## config.mk

```make
export PLATFORM = sky130hd
export DESIGN_NAME = rgn_decoder
export DESIGN_NICKNAME = d
export VERILOG_FILES = /design/src/rtl/rgn_pkg.sv /design/src/rtl/rgn_match.sv /design/src/rtl/rgn_prio.sv /design/src/rtl/rgn_swizzle.sv /design/src/rtl/rgn_decoder.sv
export SDC_FILE = /design/constraint.sdc
export NUM_CORES = 1
export LEC_CHECK = 0
export BUFFER_PORTS_ARGS = -buffer_cell sky130_fd_sc_hd__buf_2
export CELL_PAD_IN_SITES_DETAIL_PLACEMENT = 1
export CELL_PAD_IN_SITES_GLOBAL_PLACEMENT = 2
export CORE_ASPECT_RATIO = 1.1
export CORE_MARGIN = 1.5
export CORE_UTILIZATION = 17
export CTS_CLUSTER_SIZE = 20
export DETAILED_ROUTE_END_ITERATION = 12
export PLACE_DENSITY_LB_ADDON = 0.3
export SLEW_MARGIN = 40
export SYNTH_ARGS = -nofsm -noshare
export SYNTH_HDL_FRONTEND = slang
export SYNTH_SLANG_ARGS = --single-unit
export TNS_END_PERCENT = 50
```

## constraint.sdc

```tcl
create_clock -name clk -period 0.9 [get_ports clk]
set_clock_uncertainty 0.2 [all_clocks]
set_input_delay 0.18 -clock clk [delete_from_list [all_inputs] [get_ports clk]]
set_output_delay 0.18 -clock clk [all_outputs]
set_load 0.05 [all_outputs]
```

## src/rtl/rgn_pkg.sv

```systemverilog
package rgn_pkg;

   typedef enum logic [1:0] {
      SZ_BYTE = 2'b00,
      SZ_HALF = 2'b01,
      SZ_WORD = 2'b10
   } acc_size_e;

endpackage

```

## src/rtl/rgn_match.sv

```systemverilog
module rgn_match #(
   parameter int AW = 32
) (
   input  logic [AW-1:0] addr,
   input  logic          is_write,
   input  logic [AW-1:0] base,
   input  logic [AW-1:0] mask,
   input  logic          en,
   input  logic          wprot,
   output logic          accept
);

   logic hit_window;

   always_comb begin
      hit_window = ((addr & mask) == (base & mask));
      accept     = en && hit_window && !(is_write && wprot);
   end

endmodule

```

## src/rtl/rgn_prio.sv

```systemverilog
module rgn_prio #(
   parameter int NREG = 4,
   parameter int IW   = 2
) (
   input  logic [NREG-1:0] accept,
   output logic [IW-1:0]   win_idx,
   output logic            win_any
);

   logic [NREG-1:0] grant;

   always_comb begin
      grant   = '0;
      win_idx = '0;
      win_any = 1'b0;
      for (int i = 0; i < NREG; i++) begin
         if (accept[i] && !win_any) begin
            win_any  = 1'b1;
            win_idx  = IW'(i);
            grant[i] = 1'b1;
         end
      end
   end

   always_comb begin
      AST_GRANT_ONEHOT: assert ($onehot0(grant));
      AST_GRANT_ACCEPTED: assert ((grant & ~accept) == '0);
   end

endmodule

```

## src/rtl/rgn_swizzle.sv

```systemverilog
module rgn_swizzle
   import rgn_pkg::*;
#(
   parameter int AW = 32
) (
   input  logic [AW-1:0] addr_in,
   input  logic [1:0]    size,
   input  logic          swap_en,
   output logic [AW-1:0] addr_out
);

   logic [1:0] flip;

   always_comb begin
      flip = 2'b00;
      if (swap_en) begin
         unique case (size)
            SZ_BYTE: flip = 2'b11;
            SZ_HALF: flip = 2'b10;
            default: flip = 2'b00;
         endcase
      end
      addr_out = {addr_in[AW-1:2], addr_in[1:0] ^ flip};
   end

   always_comb begin
      AST_UPPER_KEPT: assert (addr_out[AW-1:2] == addr_in[AW-1:2]);
   end

endmodule

```

## src/rtl/rgn_decoder.sv

```systemverilog
module rgn_decoder #(
   parameter int AW   = 32,
   parameter int NREG = 4,
   localparam int IW  = (NREG > 1) ? $clog2(NREG) : 1
) (
   input  logic                 clk,
   input  logic                 rst_n,
   input  logic [NREG*AW-1:0]   cfg_base,
   input  logic [NREG*AW-1:0]   cfg_mask,
   input  logic [NREG-1:0]      cfg_en,
   input  logic [NREG-1:0]      cfg_wide32,
   input  logic [NREG-1:0]      cfg_wprot,
   input  logic [NREG-1:0]      cfg_bigend,
   input  logic                 req_valid,
   input  logic [AW-1:0]        req_addr,
   input  logic                 req_write,
   input  logic [1:0]           req_size,
   input  logic                 req_burst,
   output logic                 rsp_valid,
   output logic                 rsp_hit,
   output logic [IW-1:0]        rsp_region,
   output logic [AW-1:0]        rsp_addr,
   output logic                 rsp_err
);

   generate
      if (AW < 3) begin : g_bad_aw
         $error("rgn_decoder: AW must be at least 3");
      end
      if (NREG < 1 || NREG > 16) begin : g_bad_nreg
         $error("rgn_decoder: NREG must be in 1..16");
      end
   endgenerate

   logic [NREG-1:0] accept;
   logic [IW-1:0]   win_idx;
   logic            win_any;
   logic            sel_be16;
   logic            burst_reject;
   logic            hit_d;
   logic [AW-1:0]   addr_d;

   genvar g;
   generate
      for (g = 0; g < NREG; g++) begin : g_region
         rgn_match #(.AW(AW)) u_match (
            .addr     (req_addr),
            .is_write (req_write),
            .base     (cfg_base[g*AW +: AW]),
            .mask     (cfg_mask[g*AW +: AW]),
            .en       (cfg_en[g]),
            .wprot    (cfg_wprot[g]),
            .accept   (accept[g])
         );
      end
   endgenerate

   rgn_prio #(.NREG(NREG), .IW(IW)) u_prio (
      .accept  (accept),
      .win_idx (win_idx),
      .win_any (win_any)
   );

   always_comb begin
      sel_be16     = win_any && cfg_bigend[win_idx] && !cfg_wide32[win_idx];
      burst_reject = sel_be16 && req_burst;
      hit_d        = win_any && !burst_reject;
   end

   rgn_swizzle #(.AW(AW)) u_swz (
      .addr_in  (req_addr),
      .size     (req_size),
      .swap_en  (sel_be16 && !req_burst),
      .addr_out (addr_d)
   );

   always_ff @(posedge clk or negedge rst_n) begin
      if (!rst_n) begin
         rsp_valid  <= 1'b0;
         rsp_hit    <= 1'b0;
         rsp_err    <= 1'b0;
         rsp_region <= '0;
         rsp_addr   <= '0;
      end else begin
         rsp_valid <= req_valid;
         if (req_valid) begin
            rsp_hit    <= hit_d;
            rsp_err    <= !hit_d;
            rsp_region <= hit_d ? win_idx : '0;
            rsp_addr   <= addr_d;
         end
      end
   end

   AST_VALID_FOLLOW: assert property (@(posedge clk) disable iff (!rst_n)
      req_valid |=> rsp_valid);
   AST_VALID_DROP: assert property (@(posedge clk) disable iff (!rst_n)
      !req_valid |=> !rsp_valid);
   AST_ERR_XOR_HIT: assert property (@(posedge clk) disable iff (!rst_n)
      rsp_valid |-> (rsp_err != rsp_hit));
   AST_ERR_IDX_ZERO: assert property (@(posedge clk) disable iff (!rst_n)
      (rsp_valid && rsp_err) |-> (rsp_region == '0));
   AST_BURST_BE_REJECT: assert property (@(posedge clk) disable iff (!rst_n)
      (req_valid && req_burst && sel_be16) |=> (rsp_err && !rsp_hit));

endmodule

```

Word level (Yosys, flattened, before mapping)
Cells that the tools add are included.

operators by class
  mux-type cells = 14
  bitwise gates (word level) = 9
  eq/ne operators = 5
  $lt $le $gt $ge = 1
  reduce and logical (&&, ||, !) cells = 32

operator list
  operator            count
  $and 32x32->32      8
  $eq 32x32->1        4
  $logic_and 1x1->1   20
  $logic_not 1->1     11
  $mux 2              4
  $mux 1              7
  $bmux 1 s2          2
  $pmux 2 s2          1
  $lt 2x3->1 const B  1
  $eq 2x1->1 const B  1
  $logic_not 2->1     1
  $xor 2x2->2         1

storage, ports and cells
  input port bits = 311
  register bits = 37
  output and inout bits = 37
  logic and storage cells = 66

Depth between registers and ports, before layout
Gate-level depths: netlist (run 1).

  word-level depth = 22
  gate-level depth with buffers = 9
  mapped depth without buffers = 8

Modules after synthesis
From an unflattened synthesis (run 1), not the netlist that was laid out.

unflattened totals
  cell total of the unflattened synthesis = 347
  area total of the unflattened synthesis = 3,657.3 um^2

modules (own cells, without submodules)
  module       cells each  area each (um^2)  times used  seq. area each (um^2)
  rgn_match    53          478.0             4           0.0
  rgn_decoder  94          1,448.9           1           925.9
  rgn_swizzle  34          261.5             1           0.0
  rgn_prio     7           35.0              1           0.0

Worst setup path after synthesis (run 1)
OpenSTA, ideal clock, no wires.

  path type = input -> register
  from = in req_addr[14]
  to = reg rsp_addr[1]
  setup time = 0.138 ns
  buffers on the path = 1
  arrival time = 1.924 ns
  data required time = 0.562 ns
  slack = -1.362 ns
  stages on the path = 9
  path through = buf_2 > xor2_1 > a22oi_1 > nand3_1 > or3_4 > or2_4 > o2111ai_4 > o211a_1 > o221ai_2

between the ends
  longest elaborated chain between the ends = 21
  elaborated cells on any way between the ends = 39
  classes of those cells = eq/ne: 4; mux: 12; bitwise: 5; reduce/logical: 18

ends and longest elaborated chain
  element                                               line               source
  start, declared                                       rgn_decoder.sv:15  input logic [AW-1:0] req_addr,
  $and 32x32->32                                        rgn_match.sv:16    hit_window = ((addr & mask) == (base & mask));
  $eq 32x32->1                                          rgn_match.sv:16
  $logic_and 1x1->1 (2 in series)                       rgn_match.sv:17    accept = en && hit_window && !(is_write && wprot);
  $mux 1                                                rgn_prio.sv:17     if (accept[i] && !win_any) begin
  $logic_not 1->1                                       rgn_prio.sv:17
  $logic_and 1x1->1                                     rgn_prio.sv:17
  $mux 1                                                rgn_prio.sv:17
  $logic_not 1->1                                       rgn_prio.sv:17
  (+4 left out)                                         -
  $mux 2                                                rgn_prio.sv:17
  $bmux 1 s2                                            rgn_decoder.sv:65  sel_be16 = win_any && cfg_bigend[win_idx] && !cfg_wide32[win_idx];
  $mux 1 (not written as such)                          rgn_decoder.sv:65
  $logic_and 1x1->1 or $logic_not 1->1 (tied branches)  rgn_decoder.sv:65
  $logic_and 1x1->1 (*)                                 rgn_decoder.sv:65
  $logic_and 1x1->1 (*)                                 rgn_decoder.sv:73  .swap_en (sel_be16 && !req_burst),
  $mux 2 (*)                                            rgn_swizzle.sv:16  if (swap_en) begin
  $xor 2x2->2 (*)                                       rgn_swizzle.sv:23  addr_out = {addr_in[AW-1:2], addr_in[1:0] ^ flip};
  end signal, assigned                                  rgn_decoder.sv:90  rsp_addr <= addr_d;
  end, declared                                         rgn_decoder.sv:22  output logic [AW-1:0] rsp_addr,

Every way passes the cells marked *; elsewhere a longest branch is shown, timed or not. The select of a mux whose other input is x is not followed.
A chain may end at the register's enable or synchronous reset.

Final worst setup path (run 1)
  from = in req_addr[25]
  to = reg rsp_addr[1]

The elaborated chain is that of the path after synthesis.

==> results of run 1 <==
cell usage in the layout, fill, tap and decap left out, drive strengths merged:
cell,n
nand2,11
o211a,1
a222oi,4
dlygate4sd3,1
and3b,1
o21a,2
nand2b,2
clkinv,1
nand3b,1
xor2,128
diode,1
nor2b,3
a221oi,7
mux2,30
a22oi,42
a2111oi,1
a22o,10
nand4,11
o221ai,1
o211ai,3
a211oi,1
nand4b,1
o31a,1
inv,4
nand3,2
nor3,1
and4,1
a21oi,2
bufinv,1
clkbuf,6
dfrtp,37
nor4,1
a31o,1
o2111ai,3
and3,4
nor2,5
or3,1
or2,1
buf,410
a41oi,1
repair_timing:
item	CTS	global route
pin swaps	9	19
gates resized for setup	80	36
hold endpoints to repair	37	2
endpoints found under the setup margin	73	73
setup buffers	3	2
state kept, by name, indices dropped and copies added, names as in the netlist:
signal      flops
rsp_region      2
rsp_addr       32
rsp_valid       1
rsp_err         1
rsp_hit         1
cell families after synthesis:
group	Yosys count	synth area share
AND/OR/NAND/NOR	46	0.0785
flip-flops	37	0.261
multiplexers	30	0.0951
XOR/XNOR	128	0.315
AO/OA/AOI/OAI	80	0.195
buffers and inverters	40	0.0549
cell usage after synthesis (5+ instances only):
cell type and count:
xor2_1 128, a22oi_1 42, dfrtp_1 37, mux2_2 30, buf_2 18, clkbuf_1 12, nand2_1 11, a22o_1 10
nand4_1 9, a221oi_1 6, nor2_1 5
through the flow:
| step | power (mW) | cells | instance area [um2] | setup TNS, ns | util |
|---|---|---|---|---|---|
| floorplan | 3.50 | 361 | 3690 | -17.65 | - |
| CTS | 7.42 | 998 | 6440 | -23.33 | 0.314 |
| finish | 7.36 | 1001 | 6610 | -22.67 | 0.322 |
| detailed placement | 5.05 | 987 | 5970 | -23.18 | 0.291 |
| global placement | 4.99 | 987 | 5970 | -22.58 | 0.291 |
| global route | 7.77 | 1000 | 6600 | -24.96 | 0.322 |
final cells by class:
type | instances | area, um2
Fill cell | 2480 | 13900
Timing Repair Buffer | 412 | 2590
Multi-Input combinational cell | 284 | 2580
Sequential cell | 37 | 938
Tap cell | 256 | 320
Clock buffer | 5 | 125
Clock inverter | 2 | 35.0
Inverter | 4 | 15.0
Antenna cell | 1 | 2.50
how the worst max path moves through the flow:
stage / to / slack (ns) / cells past startpoint
6_report: rsp_addr[1] / -1.41 / 10
5_1_grt: rsp_addr[0] / -1.50 / 10
4_1_cts: rsp_addr[1] / -1.40 / 10
3_5_place_dp: rsp_addr[0] / -1.83 / 9
3_3_place_gp: rsp_addr[1] / -1.80 / 9
2_1_floorplan: rsp_region[1] / -1.32 / 9
routing by layer:
metal / up-vias / track usage / part of all wire
met2: 230 / 0.353 / 0.53
met3: 24 / 0.0526 / 0.073
met1: 2020 / 0.208 / 0.38
met5: - / 0 / 0
li1: 2057 / - / -
met4: 0 / 0.0476 / 0.018
report_power, final:
| part | switching, mW | leakage, nW | internal, mW |
|---|---|---|---|
| registers | 0.108 | 0.427 | 1.82 |
| logic | 1.78 | 2.85 | 1.60 |
| clock network | 0.766 | 0.0797 | 1.29 |
==> metrics.md, run 1 <==
| Metric | Value |
|---|---|
| Yosys reg bits | `37` |
| Worst path top cell family by delay | `simple AND/OR/NAND/NOR gates` |
| Gr ovfl total | `0` |
| Ys async rst share | `1.00` |
| Violations in the final reports | `hold timing, setup timing` |
| Initial antenna violation count | `2` |
| Tmin final | `2.31 ns` |
| Post-Syn Area | `3550 um2` |
| Final Max Tran Viols | `0` |
| Vias in the first global route | `5030` |
| GPL Wtd Cong | `0.891` |
| Netlist cell types | `42` |
| Critical setup path kind | `input port to register` |
| Worst r2r path cells | `2` |
| FF-to-FF Start | `rsp_addr[8]` |
| Final hold vios | `2` |
| GRT Overall Usage | `0.188` |
| Worst path cell trace | `buf_8 > xor2_2 > a22oi_2 > buf_4 > nand4_1 > or3_4 > or2_4 > o2111ai_4 > o211a_1 > o221ai_2` |
| Slowest cell delay on critical path | `0.41 ns` |
| Routed Antenna Nets | `0` |
| Area growth syn-to-layout | `85.9%` |
| Top cell type's share of synthesized area | `0.315` |
| Remaining DRCs | `0` |
| CP Launch Type | `input port` |
| Port Buffer Count | `347` |
| Rows | `55` |
| Area leader, netlist | `xor2_1` |
| Setup WS pre-CTS | `-1.83 ns` |
| Outcome | `finished with violations` |
| Syn Area/Cell | `9.84 um2` |
| Hold Path Cell Cnt | `2` |
| Relative slew slack | `0.729` |
| TritonCTS buffer count | `5` |
| TritonRoute pass-1 iters | `4` |
| CTS tree | `built` |
| Via density | `4.33` |
| CP Capture Type | `register` |
| Starting DRT DRC Count | `106` |
| CP arrival | `2.28 ns` |
| Period Utilization, post-route | `2.57` |
| Final HPWL DP | `18.6 mm` |
| Hold WC Path Type | `input port to register` |
| Routed wire length | `20.8 mm` |
| Cell Pwr Density | `1110 nW/um2` |
| Share of layout cells above drive strength 1 | `0.657` |
| CTS clock-pin slew for the worst setup and hold paths | `0.06 ns` |
| Core box area | `20500 um2` |
| Crit Reg-Reg Endpoint | `rsp_addr[8]` |
| Post-synth top flop | `dfrtp_1` |
| Endpoints failing setup | `73` |
| Drt wl/cell | `20.8 um` |
| Static Leak | `3.36 nW` |
| Synth top area cells | `xor2_1 32%, dfrtp_1 26%, mux2_2 9.5%` |
| Die Height | `155 um` |
| Fmax | `433 MHz` |
| # H-tree levels | `2` |
| Clock sink count | `37` |
| Pin count of the biggest net entering global routing | `38` |
| Seq/Total Area, Yosys | `0.261` |
| Peak VDD IR | `0.000611 V` |
| R2R setup slack | `-0.20 ns` |
| Maximum clock insertion buffer count | `2` |
| Die area | `21800 um2` |
| Maxcap violations | `0` |
| Synth Instances | `361` |
| Mapped Nets | `672` |
| RSZ-0062 raised after global routing | `true` |
| DR vias | `4331` |
| Worst skew pair latency | `0.29 ns` |
| Worst-path maximum fanout | `4` |
| Clock root cell | `clkbuf_16` |
| Hold Buf Count CTS | `1` |
| Initial Util | `0.173` |
| Least-Margin Pin Slew | `0.406 ns` |
| Worst-path cell with the longest stage delay | `or3_4` |
| Post-synth EDFFs | `0` |
| Final net count | `1055` |
| Die Wd | `141 um` |
| I/O pin count | `348` |
| CP Launch Point | `req_addr[25]` |
| Hold_ws | `-0.0229 ns` |
| Hold Startpoint | `req_addr[29]` |
| First-pass GRT wire length | `29.8 mm` |
| Worst Path Buf+Inv | `2` |
| Yosys Warn Count | `0` |
| Min-Delay Endpoint | `rsp_addr[29]` |
| Worst setup margin | `-1.41 ns` |
| WP data required | `0.87 ns` |
Power figures use the tool's default switching activity.
==> run 2, diff against run 1 <==
- SETUP_SLACK_MARGIN: unset -> 0.4
==> metrics.md, run 2 (synthesized netlist as in run 1, its figures left out) <==
| Metric | Value |
|---|---|
| TritonCTS buffer count | `5 (unchanged)` |
| Static Leak | `3.35 nW (was 3.36 nW)` |
| CP Launch Point | `req_addr[25] (unchanged)` |
| Pin count of the biggest net entering global routing | `38 (unchanged)` |
| Final hold vios | `39 (was 2)` |
| Endpoints failing setup | `73 (unchanged)` |
| Clock root cell | `clkbuf_16 (unchanged)` |
| Die Wd | `141 um (unchanged)` |
| Routed Antenna Nets | `0 (unchanged)` |
| Final net count | `1054 (was 1055)` |
| Worst-path cell with the longest stage delay | `or3_4 (unchanged)` |
| Maximum clock insertion buffer count | `2 (unchanged)` |
| RSZ-0062 raised after global routing | `true (unchanged)` |
| Total chip power | `7.36 mW (about the same)` |
| CP Launch Type | `input port (unchanged)` |
| Period Utilization, post-route | `2.57 (unchanged)` |
| CP arrival | `2.28 ns (about the same)` |
| Via density | `4.33 (about the same)` |
| Share of layout cells above drive strength 1 | `0.658 (was 0.657)` |
| Final HPWL DP | `18.6 mm (unchanged)` |
| Critical setup path kind | `input port to register (unchanged)` |
| Fmax | `433 MHz (unchanged)` |
| Top Registers | `rsp_addr (32), rsp_region (2) (unchanged)` |
| Tmin final | `2.31 ns (unchanged)` |
| Port Buffer Count | `347 (unchanged)` |
| Relative slew slack | `0.729 (unchanged)` |
| Max reg flops | `32 (unchanged)` |
| GPL Wtd Cong | `0.891 (unchanged)` |
| Least-Margin Pin Slew | `0.406 ns (unchanged)` |
| First-pass GRT wire length | `29.8 mm (about the same)` |
| I/O pin count | `348 (unchanged)` |
| Crit Reg-Reg Endpoint | `rsp_addr[8] (unchanged)` |
| Worst skew pair latency | `0.29 ns (about the same)` |
| Drt wl/cell | `20.8 um (about the same)` |
| Core box area | `20500 um2 (unchanged)` |
| Hold WC Path Type | `input port to asynchronous set/reset pin (was input port to register)` |
| Initial Util | `0.173 (unchanged)` |
| Starting DRT DRC Count | `102 (was 106)` |
| Vias in the first global route | `5027 (was 5030)` |
| WP data required | `0.87 ns (about the same)` |
| Most frequent cells in the layout | `300 x buf_2, 123 x xor2_1, 60 x buf_4, 43 x buf_6, 37 x a22oi_1 (unchanged)` |
| CTS clock-pin slew for the worst setup and hold paths | `0.06 ns (about the same)` |
| Outcome | `finished with violations (unchanged)` |
| Worst setup margin | `-1.41 ns (unchanged)` |
| Gr ovfl total | `0 (unchanged)` |
| Largest reg by FF count | `rsp_addr (unchanged)` |
| Violations in the final reports | `hold timing, setup timing (unchanged)` |
| Worst path cell trace | `buf_8 > xor2_2 > a22oi_2 > buf_4 > nand4_1 > or3_4 > or2_4 > o2111ai_4 > o211a_1 > o221ai_2 (unchanged)` |
| Remaining DRCs | `0 (unchanged)` |
| Worst Path Buf+Inv | `2 (unchanged)` |
| CP Capture Type | `register (unchanged)` |
| Rows | `55 (unchanged)` |
| Post-route insts no fill | `1000 (was 1001)` |
| Area growth syn-to-layout | `85.6% (was 85.9%)` |
| # H-tree levels | `2 (unchanged)` |
| CTS tree | `built (unchanged)` |
| Final Max Tran Viols | `0 (unchanged)` |
| Die area | `21800 um2 (unchanged)` |
| Die Height | `155 um (unchanged)` |
| Slowest cell delay on critical path | `0.41 ns (about the same)` |
| FF-to-FF Start | `rsp_addr[8] (unchanged)` |
| Peak VDD IR | `0.000611 V (unchanged)` |
| Worst path top cell family by delay | `simple AND/OR/NAND/NOR gates (unchanged)` |
| Maxcap violations | `0 (unchanged)` |
| Initial antenna violation count | `2 (unchanged)` |
| Clock sink count | `37 (unchanged)` |
| TritonRoute pass-1 iters | `4 (unchanged)` |
| Routed wire length | `20.8 mm (about the same)` |
| Worst-path maximum fanout | `4 (unchanged)` |
| Commonest non-fill, non-tap cell in the layout | `buf_2 (unchanged)` |
| Worst r2r path cells | `2 (unchanged)` |
| Cell Pwr Density | `1120 nW/um2 (was 1110 nW/um2)` |
| R2R setup slack | `-0.20 ns (about the same)` |
| Cells after DPL | `987 (unchanged)` |
| DR vias | `4327 (was 4331)` |
| Hold_ws | `-0.351 ns (was -0.0229 ns)` |
| GRT Overall Usage | `0.188 (about the same)` |
| Fin util | `0.322 (about the same)` |
## run 2: worst max path at each step
stage | end | slack (ns) | cells past startpoint
after detailed placement | rsp_addr[0] | -1.83 | 9
after floorplan | rsp_region[1] | -1.32 | 9
after global placement | rsp_addr[1] | -1.80 | 9
after global routing | rsp_addr[0] | -1.50 | 10
final | rsp_addr[1] | -1.41 | 10
after CTS | rsp_addr[1] | -1.40 | 10
## run 2: what timing repair did
item	4_1_cts	5_1_grt
buffers inserted	3	2
gates resized for setup	80	36
pin swaps	9	19
setup endpoints to repair	73	73
endpoints found under the hold margin	37	39
## run 2: layer usage
metal  wire, um  track usage  part of all wire
met2      11100        0.353              0.53
met3       1530       0.0526             0.073
met5          0            0                 0
met1       7820        0.207              0.38
met4        383       0.0476             0.018
## run 2: final cells by class
class	count	area [um2]
Fill cell	2480	13900
Multi-Input combinational cell	284	2580
Timing Repair Buffer	411	2580
Sequential cell	37	938
Tap cell	256	320
Clock buffer	5	125
Clock inverter	2	35.0
Inverter	4	15.0
Antenna cell	1	2.50
## run 2: power breakdown
| group | switching [mW] | internal, mW |
|---|---|---|
| Clock | 0.766 | 1.29 |
| Combinational | 1.78 | 1.60 |
| Sequential | 0.108 | 1.82 |
## run 2: stage by stage
stage	area [um2]	setup TNS (ns)	worst slack (ns)
after global placement	5970	-22.58	-1.80
final	6600	-22.67	-1.41
after detailed placement	5970	-23.18	-1.83
after CTS	6430	-23.33	-1.40
after floorplan	3690	-17.65	-1.32
after global routing	6590	-24.96	-1.50
## run 2: worst reg2reg max path: cells and delay by family (launching register included)
| family | cells | cell delay (ns) |
|---|---|---|
| flops | 1 | 0.41 |
| mux | 1 | 0.25 |
| buf+inv | 1 | 0.13 |
==> run 3, diff against run 2 <==
- CTS_BUF_LIST: unset -> sky130_fd_sc_hd__clkbuf_4
==> metrics.md, run 3 (synthesized netlist as in run 1, its figures left out) <==
| Metric | Value |
|---|---|
| FF-to-FF Start | `rsp_addr[23] (was rsp_addr[8])` |
| Most frequent cells in the layout | `300 x buf_2, 122 x xor2_1, 60 x buf_4, 45 x buf_6, 37 x a22oi_1 (was 300 x buf_2, 123 x xor2_1, 60 x buf_4, 43 x buf_6, 37 x a22oi_1)` |
| Seq pwr share | `0.293 (was 0.262)` |
| TritonCTS buffer count | `5 (unchanged)` |
| Commonest non-fill, non-tap cell in the layout | `buf_2 (unchanged)` |
| Routed Antenna Nets | `0 (unchanged)` |
| Share of layout cells above drive strength 1 | `0.660 (was 0.658)` |
| Cell Pwr Density | `1000 nW/um2 (was 1120 nW/um2)` |
| CP Launch Type | `input port (unchanged)` |
| Maximum clock insertion buffer count | `2 (unchanged)` |
| Fin util | `0.319 (was 0.322)` |
| Final hold vios | `46 (was 39)` |
| Initial Util | `0.173 (unchanged)` |
| Die area | `21800 um2 (unchanged)` |
| FILL cells | `2489 (was 2480)` |
| CP Launch Point | `req_addr[25] (unchanged)` |
| Logic pwr share | `0.516 (was 0.459)` |
| Hold WC Path Type | `input port to asynchronous set/reset pin (unchanged)` |
| Final HPWL DP | `18.6 mm (unchanged)` |
| Static Leak | `3.33 nW (was 3.35 nW)` |
| Crit path to | `rsp_addr[1] (unchanged)` |
| Area occupied by registers | `938 um2 (unchanged)` |
| Worst-path maximum fanout | `4 (unchanged)` |
| Initial antenna violation count | `2 (unchanged)` |
| CP arrival | `2.29 ns (was 2.28 ns)` |
| Pin count of the biggest net entering global routing | `38 (unchanged)` |
| Sw power | `2.58 mW (was 2.65 mW)` |
| Port Buffer Count | `347 (unchanged)` |
| Endpoints failing setup | `73 (unchanged)` |
| # H-tree levels | `2 (unchanged)` |
| CP Capture Type | `register (unchanged)` |
| Area growth syn-to-layout | `84.2% (was 85.6%)` |
| Area of the multi-input gates | `2590 um2 (was 2580 um2)` |
| Via density | `4.33 (about the same)` |
| Final Max Tran Viols | `0 (unchanged)` |
| CTS clock-pin slew for the worst setup and hold paths | `0.13 ns (was 0.06 ns)` |
| WP data required | `0.98 ns (was 0.87 ns)` |
| Relative slew slack | `0.730 (was 0.729)` |
| Final net count | `1056 (was 1054)` |
| Die Wd | `141 um (unchanged)` |
| I/O pin count | `348 (unchanged)` |
| Sum Neg Setup Slack | `-26.77 ns (was -22.67 ns)` |
| Clock root cell | `clkbuf_4 (was clkbuf_16)` |
| Period Utilization, post-route | `2.45 (was 2.57)` |
| First-pass GRT wire length | `29.9 mm (was 29.8 mm)` |
| Setup WS pre-CTS | `-1.83 ns (unchanged)` |
| Outcome | `finished with violations (unchanged)` |
| Pint | `3.99 mW (was 4.70 mW)` |
| TritonRoute pass-1 iters | `4 (unchanged)` |
| Rows | `55 (unchanged)` |
| Worst setup margin | `-1.30 ns (was -1.41 ns)` |
| Total chip power | `6.57 mW (was 7.36 mW)` |
| RSZ-0062 raised after global routing | `true (unchanged)` |
| Tmin final | `2.20 ns (was 2.31 ns)` |
| Crit Reg-Reg Endpoint | `rsp_addr[23] (was rsp_addr[8])` |
| Vias in the first global route | `5067 (was 5027)` |
| Routed wire length | `20.8 mm (about the same)` |
| Die Height | `155 um (unchanged)` |
| Drt wl/cell | `20.8 um (about the same)` |
| Gr ovfl total | `0 (unchanged)` |
| Maxcap violations | `0 (unchanged)` |
| DR vias | `4334 (was 4327)` |
| Worst skew pair latency | `0.39 ns (was 0.29 ns)` |
| Hold_ws | `-0.470 ns (was -0.351 ns)` |
| Violations in the final reports | `hold timing, setup timing (unchanged)` |
| Core box area | `20500 um2 (unchanged)` |
| Worst r2r path cells | `2 (unchanged)` |
| R2R setup slack | `-0.21 ns (was -0.20 ns)` |
| Least-Margin Pin Slew | `0.405 ns (was 0.406 ns)` |
| Clock power share | `0.190 (was 0.279)` |
| Switching share of total power | `0.393 (was 0.361)` |
| Critical setup path kind | `input port to register (unchanged)` |
| GPL Wtd Cong | `0.891 (unchanged)` |
| GRT Overall Usage | `0.189 (was 0.188)` |
| Remaining DRCs | `0 (unchanged)` |
| CTS tree | `built (unchanged)` |
| Starting DRT DRC Count | `122 (was 102)` |
| Top Registers | `rsp_addr (32), rsp_region (2) (unchanged)` |
| Max reg flops | `32 (unchanged)` |
| Largest reg by FF count | `rsp_addr (unchanged)` |
| Fmax | `454 MHz (was 433 MHz)` |
| Clock sink count | `37 (unchanged)` |
| Peak VDD IR | `0.000464 V (was 0.000611 V)` |
-- run 3: changes by cell type in the layout (fill, tap and decap cells not counted) --
| cell | change |
|---|---|
| clkbuf_4 | +5 |
| a221oi_1 | -1 |
| buf_6 | +2 |
| xor2_1 | -1 |
| clkbuf_16 | -5 |
| inv_2 | -1 |
| a221oi_2 | +1 |
| xor2_2 | +1 |
| inv_1 | +1 |
-- run 3: power groups by stage --
stage / registers (mW) / clock network [mW] / logic [mW]
2_1_floorplan: 2.44 / 0 / 1.06
3_3_place_gp: 1.92 / 0 / 3.08
3_5_place_dp: 1.93 / 0 / 3.13
4_1_cts: 1.93 / 1.33 / 3.37
5_1_grt: 1.95 / 1.38 / 3.64
6_report: 1.93 / 1.25 / 3.39
-- run 3: how the worst min path moves through the flow --
stage | endpoint | slack (ns) | cells after the start
after global routing | rsp_addr[16] | -0.49 | 2
after floorplan | rsp_addr[0] | -0.32 | 0
after global placement | rsp_valid | -0.03 | 2
after CTS | rsp_addr[27] | -0.49 | 2
final | rsp_addr[16] | -0.47 | 2
after detailed placement | rsp_addr[27] | -0.02 | 2
-- run 3: per-layer routing --
metal,track usage,up-vias,part of all wire
met5,0,-,0
met4,0.0531,0,0.021
met3,0.0529,29,0.073
met2,0.352,221,0.53
met1,0.208,2025,0.38
li1,-,2059,-
-- run 3: area by class of cell --
type,count,area share
Clock buffer,5,0.00574
Clock inverter,2,0.00535
Sequential cell,37,0.143
Timing Repair Buffer,413,0.398
Inverter,4,0.00229
Antenna cell,1,0.000382
Multi-Input combinational cell,284,0.396
Tap cell,256,0.0489
-- run 3: worst max-delay path, stage by stage --
cell,delay (ns)
buf_8,0.10
xor2_2,0.17
a22oi_2,0.19
buf_4,0.15
nand4_1,0.18
or3_4,0.41
or2_4,0.26
o2111ai_4,0.27
o211a_1,0.26
o221ai_2,0.11
-- run 3: metrics by stage --
step,instance area [um2],hold WS (ns),std cells
after CTS,6380,-0.488,1000
final,6540,-0.470,1002
after global placement,5970,-0.0293,987
after floorplan,3690,-0.316,361
after detailed placement,5970,-0.0221,987
after global routing,6540,-0.488,1001
-- run 3: repair_timing --
item / CTS / global route
endpoints found under the hold margin: 59 / 55
buffers inserted: 6 / 1
setup endpoints to repair: 73 / 73
resized for setup: 83 / 35
pin swaps: 9 / 20
